## src/rtl/vpp_pkg.sv

```systemverilog
package vpp_pkg;

    localparam int NSTAGE = 4;

    // Stage positions; the value is also the enable bit index in the path word.
    typedef enum logic [1:0] {
        STG_BIAS = 2'd0,
        STG_ACT  = 2'd1,
        STG_LOSS = 2'd2,
        STG_DACT = 2'd3
    } stage_e;

    // Packed so that bias lands in bit 0 and dact in bit 3.
    typedef struct packed {
        logic dact;
        logic loss;
        logic act;
        logic bias;
    } path_t;

    typedef struct packed {
        logic  vld;
        path_t path;
    } ctrl_t;

    function automatic logic stage_on(input ctrl_t c, input stage_e s);
        logic [NSTAGE-1:0] bits;
        bits = c.path;
        return bits[s];
    endfunction

endpackage

```

## src/rtl/vpp_ctrl_pipe.sv

```systemverilog
module vpp_ctrl_pipe
    import vpp_pkg::*;
#(
    parameter int DEPTH = 4,
    parameter int IDXW  = 2
) (
    input  logic                   clk,
    input  logic                   rst,
    input  ctrl_t                  in_ctrl,
    output ctrl_t [NSTAGE-2:0]     stg_q,
    output logic                   out_vld,
    output logic                   wr_en,
    output logic [IDXW-1:0]        wr_idx,
    output logic [IDXW-1:0]        rd_idx
);

    localparam logic [IDXW-1:0] LAST_IDX = IDXW'(DEPTH - 1);

    logic rd_step;

    // Control tokens follow their row stage by stage.
    for (genvar g = 0; g < NSTAGE - 1; g++) begin : g_stage
        if (g == 0) begin : g_head
            always_ff @(posedge clk) begin
                if (rst) stg_q[g] <= '0;
                else     stg_q[g] <= in_ctrl;
            end
        end else begin : g_body
            always_ff @(posedge clk) begin
                if (rst) stg_q[g] <= '0;
                else     stg_q[g] <= stg_q[g-1];
            end
        end
    end

    always_ff @(posedge clk) begin
        if (rst) out_vld <= 1'b0;
        else     out_vld <= stg_q[NSTAGE-2].vld;
    end

    // The rectifier result is registered at the edge that loads stage 1.
    assign wr_en   = stg_q[0].vld && stage_on(stg_q[0], STG_ACT);
    // The derivative result is registered at the edge that loads stage 3.
    assign rd_step = stg_q[2].vld && stage_on(stg_q[2], STG_DACT);

    always_ff @(posedge clk) begin
        if (rst) begin
            wr_idx <= '0;
            rd_idx <= '0;
        end else begin
            if (wr_en)   wr_idx <= (wr_idx == LAST_IDX) ? '0 : wr_idx + 1'b1;
            if (rd_step) rd_idx <= (rd_idx == LAST_IDX) ? '0 : rd_idx + 1'b1;
        end
    end

endmodule

```

## src/rtl/vpp_act_cache.sv

```systemverilog
module vpp_act_cache #(
    parameter int DW    = 16,
    parameter int DEPTH = 4,
    parameter int IDXW  = 2
) (
    input  logic                 clk,
    input  logic                 rst,
    input  logic                 wr_en,
    input  logic [IDXW-1:0]      wr_idx,
    input  logic signed [DW-1:0] wr_data,
    input  logic [IDXW-1:0]      rd_idx,
    output logic signed [DW-1:0] rd_data
);

    logic signed [DW-1:0] mem [DEPTH];

    always_ff @(posedge clk) begin
        if (rst) begin
            for (int i = 0; i < DEPTH; i++) mem[i] <= '0;
        end else if (wr_en) begin
            mem[wr_idx] <= wr_data;
        end
    end

    assign rd_data = mem[rd_idx];

endmodule

```

## src/rtl/vpp_lane.sv

```systemverilog
module vpp_lane
    import vpp_pkg::*;
#(
    parameter int DW         = 16,
    parameter int FRAC       = 8,
    parameter int LOSS_SHIFT = 1
) (
    input  logic                   clk,
    input  logic                   rst,
    input  ctrl_t [NSTAGE-1:0]     ctrl_in,
    input  logic signed [DW-1:0]   din,
    input  logic signed [DW-1:0]   bias,
    input  logic signed [DW-1:0]   leak,
    input  logic signed [DW-1:0]   target,
    input  logic signed [DW-1:0]   cache_rd,
    output logic signed [DW-1:0]   act_wdata,
    output logic signed [DW-1:0]   dout
);

    logic signed [DW-1:0] stage_q [NSTAGE];
    logic signed [DW-1:0] stage_nx [NSTAGE];
    logic signed [DW:0]   diff;
    logic signed [DW:0]   diff_sh;

    function automatic logic is_pos(input logic signed [DW-1:0] v);
        return !v[DW-1] && (v != '0);
    endfunction

    function automatic logic signed [DW-1:0] slope_mul(input logic signed [DW-1:0] v,
                                                      input logic signed [DW-1:0] k);
        logic signed [2*DW-1:0] p;
        p = v * k;
        return p[FRAC+DW-1:FRAC];
    endfunction

    always_comb begin
        stage_nx[STG_BIAS] = stage_on(ctrl_in[STG_BIAS], STG_BIAS) ? din + bias : din;

        if (stage_on(ctrl_in[STG_ACT], STG_ACT))
            stage_nx[STG_ACT] = is_pos(stage_q[0]) ? stage_q[0] : slope_mul(stage_q[0], leak);
        else
            stage_nx[STG_ACT] = stage_q[0];

        diff    = stage_q[1] - target;
        diff_sh = diff >>> LOSS_SHIFT;
        stage_nx[STG_LOSS] = stage_on(ctrl_in[STG_LOSS], STG_LOSS) ? diff_sh[DW-1:0] : stage_q[1];

        if (stage_on(ctrl_in[STG_DACT], STG_DACT))
            stage_nx[STG_DACT] = is_pos(cache_rd) ? stage_q[2] : slope_mul(stage_q[2], leak);
        else
            stage_nx[STG_DACT] = stage_q[2];
    end

    for (genvar g = 0; g < NSTAGE; g++) begin : g_reg
        always_ff @(posedge clk) begin
            if (rst) stage_q[g] <= '0;
            else     stage_q[g] <= stage_nx[g];
        end
    end

    assign act_wdata = stage_nx[STG_ACT];
    assign dout      = stage_q[NSTAGE-1];

endmodule

```

## src/rtl/vpp_top.sv

```systemverilog
module vpp_top
    import vpp_pkg::*;
#(
    parameter int LANES = 2,
    parameter int DW    = 16,
    parameter int FRAC  = 8,
    parameter int BATCH = 4
) (
    input  logic                  clk,
    input  logic                  rst,
    input  logic                  in_valid,
    input  logic [3:0]            in_path,
    input  logic [LANES*DW-1:0]   in_data,
    input  logic [LANES*DW-1:0]   lane_bias,
    input  logic [DW-1:0]         leak_factor,
    input  logic [LANES*DW-1:0]   lane_target,
    output logic                  out_valid,
    output logic [LANES*DW-1:0]   out_data
);

    localparam int BATCH_LOG2 = (BATCH > 1) ? $clog2(BATCH) : 1;
    localparam int LOSS_SHIFT = BATCH_LOG2 - 1;
    localparam int IDXW       = (BATCH > 1) ? $clog2(BATCH) : 1;

    ctrl_t                in_ctrl;
    ctrl_t [NSTAGE-2:0]   stg_q;
    ctrl_t [NSTAGE-1:0]   gov;
    logic                 wr_en;
    logic [IDXW-1:0]      wr_idx;
    logic [IDXW-1:0]      rd_idx;

    assign in_ctrl.vld  = in_valid;
    assign in_ctrl.path = path_t'(in_path);
    // Stage k computes under the token of the row sitting in front of it.
    assign gov = {stg_q, in_ctrl};

    vpp_ctrl_pipe #(
        .DEPTH (BATCH),
        .IDXW  (IDXW)
    ) u_ctrl (
        .clk     (clk),
        .rst     (rst),
        .in_ctrl (in_ctrl),
        .stg_q   (stg_q),
        .out_vld (out_valid),
        .wr_en   (wr_en),
        .wr_idx  (wr_idx),
        .rd_idx  (rd_idx)
    );

    for (genvar l = 0; l < LANES; l++) begin : g_lane
        logic signed [DW-1:0] act_w;
        logic signed [DW-1:0] act_r;
        logic signed [DW-1:0] res;

        vpp_act_cache #(
            .DW    (DW),
            .DEPTH (BATCH),
            .IDXW  (IDXW)
        ) u_cache (
            .clk     (clk),
            .rst     (rst),
            .wr_en   (wr_en),
            .wr_idx  (wr_idx),
            .wr_data (act_w),
            .rd_idx  (rd_idx),
            .rd_data (act_r)
        );

        vpp_lane #(
            .DW         (DW),
            .FRAC       (FRAC),
            .LOSS_SHIFT (LOSS_SHIFT)
        ) u_lane (
            .clk       (clk),
            .rst       (rst),
            .ctrl_in   (gov),
            .din       ($signed(in_data[l*DW +: DW])),
            .bias      ($signed(lane_bias[l*DW +: DW])),
            .leak      ($signed(leak_factor)),
            .target    ($signed(lane_target[l*DW +: DW])),
            .cache_rd  (act_r),
            .act_wdata (act_w),
            .dout      (res)
        );

        assign out_data[l*DW +: DW] = res;
    end

endmodule

```

## config.mk

```make
export PLATFORM = sky130hd
export DESIGN_NAME = vpp_top
export DESIGN_NICKNAME = d
export VERILOG_FILES = /design/src/rtl/vpp_pkg.sv /design/src/rtl/vpp_ctrl_pipe.sv /design/src/rtl/vpp_act_cache.sv /design/src/rtl/vpp_lane.sv /design/src/rtl/vpp_top.sv
export SDC_FILE = /design/constraint.sdc
export NUM_CORES = 2
export LEC_CHECK = 0
export ABC_CLOCK_PERIOD_IN_PS = 9900
export BUFFER_PORTS_ARGS = -buffer_cell sky130_fd_sc_hd__buf_2
export CAP_MARGIN = 20
export CORE_ASPECT_RATIO = 1.5
export CORE_MARGIN = 2
export CORE_UTILIZATION = 56
export CTS_CLUSTER_SIZE = 30
export DETAILED_ROUTE_END_ITERATION = 8
export PLACE_DENSITY = 0.78
export SYNTH_ARGS = -nofsm -noshare
export SYNTH_HDL_FRONTEND = slang
export SYNTH_SLANG_ARGS = --single-unit
```

## constraint.sdc

```tcl
create_clock -name clk -period 9.9 [get_ports clk]
set_input_delay 0.495 -clock clk [delete_from_list [all_inputs] [get_ports clk]]
set_output_delay 0.495 -clock clk [all_outputs]
set_load 0.005 [all_outputs]
```

-- After elaboration in Yosys (flattened, before gate mapping)
Memory sizes are Yosys's and may differ from the RTL's. A register that Yosys moved wholly into a read port is not among the register bits.
Cells that the tools add are included.
- register bits: 14
- latch bits: 0
- memory bits (writable): 256
- ROM bits: 0
- input bits: 119
- output and inout bits: 33
- logic and storage cells: 90
- memories: 4
- $add $sub $neg: 6
- multiply operators: 4
- divide/modulo/power cells: 0
- magnitude comparators: 0
- equality and inequality tests: 2
- shifts and indexed selects: 0
- mux-type cells: 38
- bitwise operators: 8
- reduce and logical (&&, ||, !) cells: 16
- memory list (name ; depth ; bits a word ; rd ports ; clocked after Yosys merged registers in ; write ports ; RTL line ; RTL):
    g_lane[0].u_cache.mem ; 4 ; 16 ; 1 ; 1 ; 4 ; vpp_act_cache.sv:15 ; logic signed [DW-1:0] mem [DEPTH];
    g_lane[0].u_lane.stage_q ; 4 ; 16 ; 4 ; 0 ; 4 ; vpp_lane.sv:20 ; logic signed [DW-1:0] stage_q [NSTAGE];
    g_lane[1].u_cache.mem ; 4 ; 16 ; 1 ; 1 ; 4 ; vpp_act_cache.sv:15 ;
    g_lane[1].u_lane.stage_q ; 4 ; 16 ; 4 ; 0 ; 4 ; vpp_lane.sv:20 ;
- operators with widths (kind ; number):
    two-way mux 16 bit ; 22
    multiplier 16 x 16 -> 24 bit ; 4
    nonzero test 16 bit ; 4
    subtractor 16 x 16 -> 17 bit ; 2
    adder 16 bit ; 2
    OR reduction 16 bit ; 2
    two-way mux 2 bit ; 8
    two-way mux 1 bit ; 8
    OR 1 bit ; 8
    logical AND 1 bit ; 6
    adder 2 x 1 -> 2 bit (second input constant) ; 2
    equality test 2 bit (second input constant) ; 2
    logical NOT 1 bit ; 4

-- Longest topological paths before layout
- word-level depth: 6
- mapped depth: 24
- mapped depth without buffers: 22

-- Hierarchy
A second synthesis with hierarchy kept.
- cells, all modules: 4733
- area total of the unflattened synthesis: 44067.3 um^2
- modules (own cells, without submodules) (module ; instances ; cells each ; area each (um^2) ; sequential area each (um^2)):
    vpp_lane (g_lane[0].u_lane) ; 1 ; 2165 ; 18891.9 ; 1281.2
    vpp_lane (g_lane[1].u_lane) ; 1 ; 2191 ; 18849.3 ; 1281.2
    vpp_act_cache ; 2 ; 162 ; 2836.5 ; 1921.8
    vpp_ctrl_pipe ; 1 ; 53 ; 653.1 ; 400.4

-- Worst setup path after synthesis
Ideal clock, no wire load.
- kind: input-to-reg
- start: input port leak_factor[2]
- end: memory g_lane[0].u_cache.mem[2][14], data pin
- setup time: 0.265 ns
- data arrival time: 6.002 ns
- data required time: 9.635 ns
- setup slack: 3.633 ns
- cell stages on the path: 22
- path buffers: 2
- cell sequence: clkbuf_1 clkbuf_1 nand2_1 fa_1 fa_1 fa_1 inv_1 fa_1 fa_1 inv_1 fa_1 inv_1 ha_1 a21oi_1 inv_1 a21oi_1 and3_1 a21oi_1 o21ai_0 mux2_2 nor2_1 nor2_1
- RTL lines (what ; RTL line ; RTL):
    start, declared ; vpp_top.sv:15 ; input logic [DW-1:0] leak_factor,
    end, declared ; vpp_act_cache.sv:15 ;

==> key figures <==
Routing
  – Met3 wire length: 8.36 mm
  – Initial DRC Count: 2156
  – WL met1: 40.2 mm
  – First-pass DRT Iterations: 7
  – Met2 WL: between 50 and 60 mm
  – WL/cell: 19.2 um
  – Vias/cell: 5.53
  – Final ANT Viol Nets: 0
  – Via count: 31800
  – Routed wire length: 110 mm
  – Top Metal Used: met5
  – # DRC: 0

Placed design
  – IO Port Bufs: 151
  – Placed Cells: about 5700
  – HPWL Detailed: 83.6 mm
  – GP Congestion: between 0.9 and 1

Synthesis
  – Cell area after synthesis: 42800 sq um
  – Post-synth net total: between 5000 and 6000
  – Top_reg_cell synth: dfxtp_1
  – Post-synth EDFFs: 128
  – Largest cells by area after synthesis: fa_1 35%, ha_1 10%, inv_1 9.0%
  – Synth area leader: fa_1
  – Synthesis Warnings: 0
  – Number of synthesized register bits: 272
  – Cells after Synth: 4732
  – Seq/Total Area, Yosys: 0.157
  – Cell variety after synth: 77
  – Syn_area_per_cell: 9.04 sq um
  – Post-synth ARST share: 0
  – Top-area cell type share of the netlist area: 0.350

Clocking
  – CTS tree: built
  – Reg clk slew, reported paths: about 0.070 ns
  – Clock Path Buffers: 3
  – # resized after CTS: 0
  – Clock Sinks: ~270
  – H-tree levels: 1
  – Clock Latency Late Sink: 0.60 ns
  – Total CTS buffers: 28
  – Post-CTS Setup Bufs: 0
  – CTS Root Cell: clkbuf_16
  – Hold Buf Count CTS: 0

Layout
  – Layout cell share with drive strength beyond 1: 0.0602
  – Nets: 5918
  – Fill cells: 6381
  – Multi-input logic area: approximately 31000 sq um
  – Non-filler instance count after layout: 5741
  – Syn-to-layout area delta: 5.33%
  – Register area: 6730 sq um

Floorplan
  – Core Area: 75900 sq um
  – Rows: 124
  – Die Footprint: between 70000 and 80000 sq um
  – Initial Util: 0.564
  – DIE HEIGHT: 342 um
  – IO Pins: 152
  – Die width: around 230 um

Pwr
  – Lkg Pwr: 21.9 nW
  – Max VDD drop: 0.250 mV
  – Power density cells: 248 nW/um^2
  – Power Total: 0.0112 W

Global route
  – Initial antenna violation count: 2
  – First-pass GRT wire length: 179 mm
  – GR Overflow Total: 0
  – Tot GR Track Use: 0.291
  – Number of global-route vias before repair: about 34000
  – Pin count of the biggest net entering global routing: between 70 and 80

Timing
  – Max Freq: 0.148 GHz
  – Slew Limit Headroom: 0.200
  – Worst slew pin tran: roughly 1.2 ns
  – Post-layout min period: ~6.8 ns
  – Setup TNS: 0 ns
  – Worst clock skew: 0.0288 ns
  – Fin crit share: 0.684
  – Setup-failing EPs final: 0
  – Final hold violation count: 0
  – RSZ-0062 raised after global routing: false
  – Max Slew Vio Count: 0

Critical path
  – Crit Path Max Fanout: 15
  – CP Class: reg -> reg
  – Endpoint class of the critical path: register
  – Required @ worst endpoint: roughly 10 ns
  – Critical Path Source Type: register
  – Worst Path Arrival: 7.10 ns

Job
  – Max-cap violations: 0

Hold path
  – Hold Path Class: in -> reg

Outcome
  – Status: complete, no violations
==> cells in the final DEF, fill, tap and decap left out, types with 57 or more instances in the layout <==
cell      synthesis  routed
xnor2_1         135     135
ha_1            342     342
edfxtp_1        128     128
dfxtp_1         144     143
fa_1            748     748
and2_1          459     459
a21oi_1         108     108
mux2i_1          57      57
nor2_1          270     270
buf_2             3     150
nand2_1         524     524
inv_1          1025    1027
==> cells by family after synthesis <==
| group | count (synthesis) | share of synthesized area |
|---|---|---|
| and+or+nand+nor | 1540 | 0.178 |
| buffers and inverters | 1284 | 0.116 |
| adders and majority gates | 1090 | 0.450 |
| AOI/OAI and AO/OA | 320 | 0.0504 |
| DFF | 272 | 0.157 |
| xor gates and xnor gates | 165 | 0.0338 |
| muxes | 61 | 0.0144 |
==> flip-flops by register name (all words and copies together) (netlist names), named ones only <==
signal	count
u_ctrl.wr_idx	2
u_ctrl.stg_q	9
g_lane.u_cache.mem	128
u_ctrl.out_vld	1
g_lane.u_lane.stage_q	128
u_ctrl.rd_idx	2
==> critical path: stages (launching register included) <==
cell,delay (ns)
dfxtp_1,0.96
nand2_1,0.18
fa_1,0.55
fa_1,0.52
fa_1,0.51
inv_1,0.06
fa_1,0.49
fa_1,0.50
inv_1,0.05
fa_1,0.48
inv_1,0.05
ha_1,0.33
a21oi_1,0.21
inv_1,0.08
a21oi_1,0.25
and3_1,0.23
a21oi_1,0.12
o21ai_0,0.20
mux2_2,0.35
nor2_1,0.30
nor2_1,0.09
==> cell usage after synthesis (27+ instances only) <==
cell type	n
inv_1	1025
fa_1	748
nand2_1	524
and2_1	459
ha_1	342
nor2_1	270
clkbuf_1	212
dfxtp_1	144
xnor2_1	135
edfxtp_1	128
a21oi_1	108
mux2i_1	57
nor3_1	51
nor4_1	44
o21ai_0	43
nand2b_1	36
buf_4	32
nor2b_1	32
xor2_1	30
nand3_1	28
a21o_1	27
==> metal layers <==
metal,vias to the layer above,global-route usage
met5,-,0
met2,1334,0.509
met4,4,0.155
met3,385,0.0442
met1,15800,0.344
li1,14200,-
==> worst paths after layout <==
kind                                   to                       startpoint  cells after the start  slack, ns
min reg2reg              u_ctrl.stg_q[13]                  u_ctrl.stg_q[8]                      1       0.44
max reg2reg  g_lane[0].u_cache.mem[0][14]  g_lane[0].u_lane.stage_q[0][11]                     20       3.13
min                       u_ctrl.stg_q[3]                       in_path[3]                      2        0.1
max          g_lane[0].u_cache.mem[0][14]  g_lane[0].u_lane.stage_q[0][11]                     20       3.13
==> area by class of cell <==
class / instances / share of cell area
Tap cell: 1008 / 0.0280
Clock buffer: 34 / 0.0167
Antenna cell: 2 / 0.000111
Sequential cell: 272 / 0.149
Clock inverter: 18 / 0.00353
Inverter: 1026 / 0.0855
Multi-Input combinational cell: 3176 / 0.691
Timing Repair Buffer: 205 / 0.0259
==> power breakdown <==
| part | total [W] | switching, W | internal, W |
|---|---|---|---|
| registers | 0.00147 | 0.000194 | 0.00127 |
| logic | 0.00863 | 0.00494 | 0.00369 |
| clock network | 0.00107 | 0.000487 | 0.000578 |
==> per-stage QoR <==
step           cell area (sq um)  setup slack [ns]  hold slack (ns)  utilization
2_1_floorplan              42800              3.63            0.414            -
3_3_place_gp               44100              2.71            0.417        0.582
3_5_place_dp               44100              2.64            0.427        0.582
4_1_cts                    45000              3.16           0.0720        0.594
5_1_grt                    45000              2.68            0.101        0.594
6_report                   45000              3.13           0.0981        0.594
(Power assumes the default switching activity.)
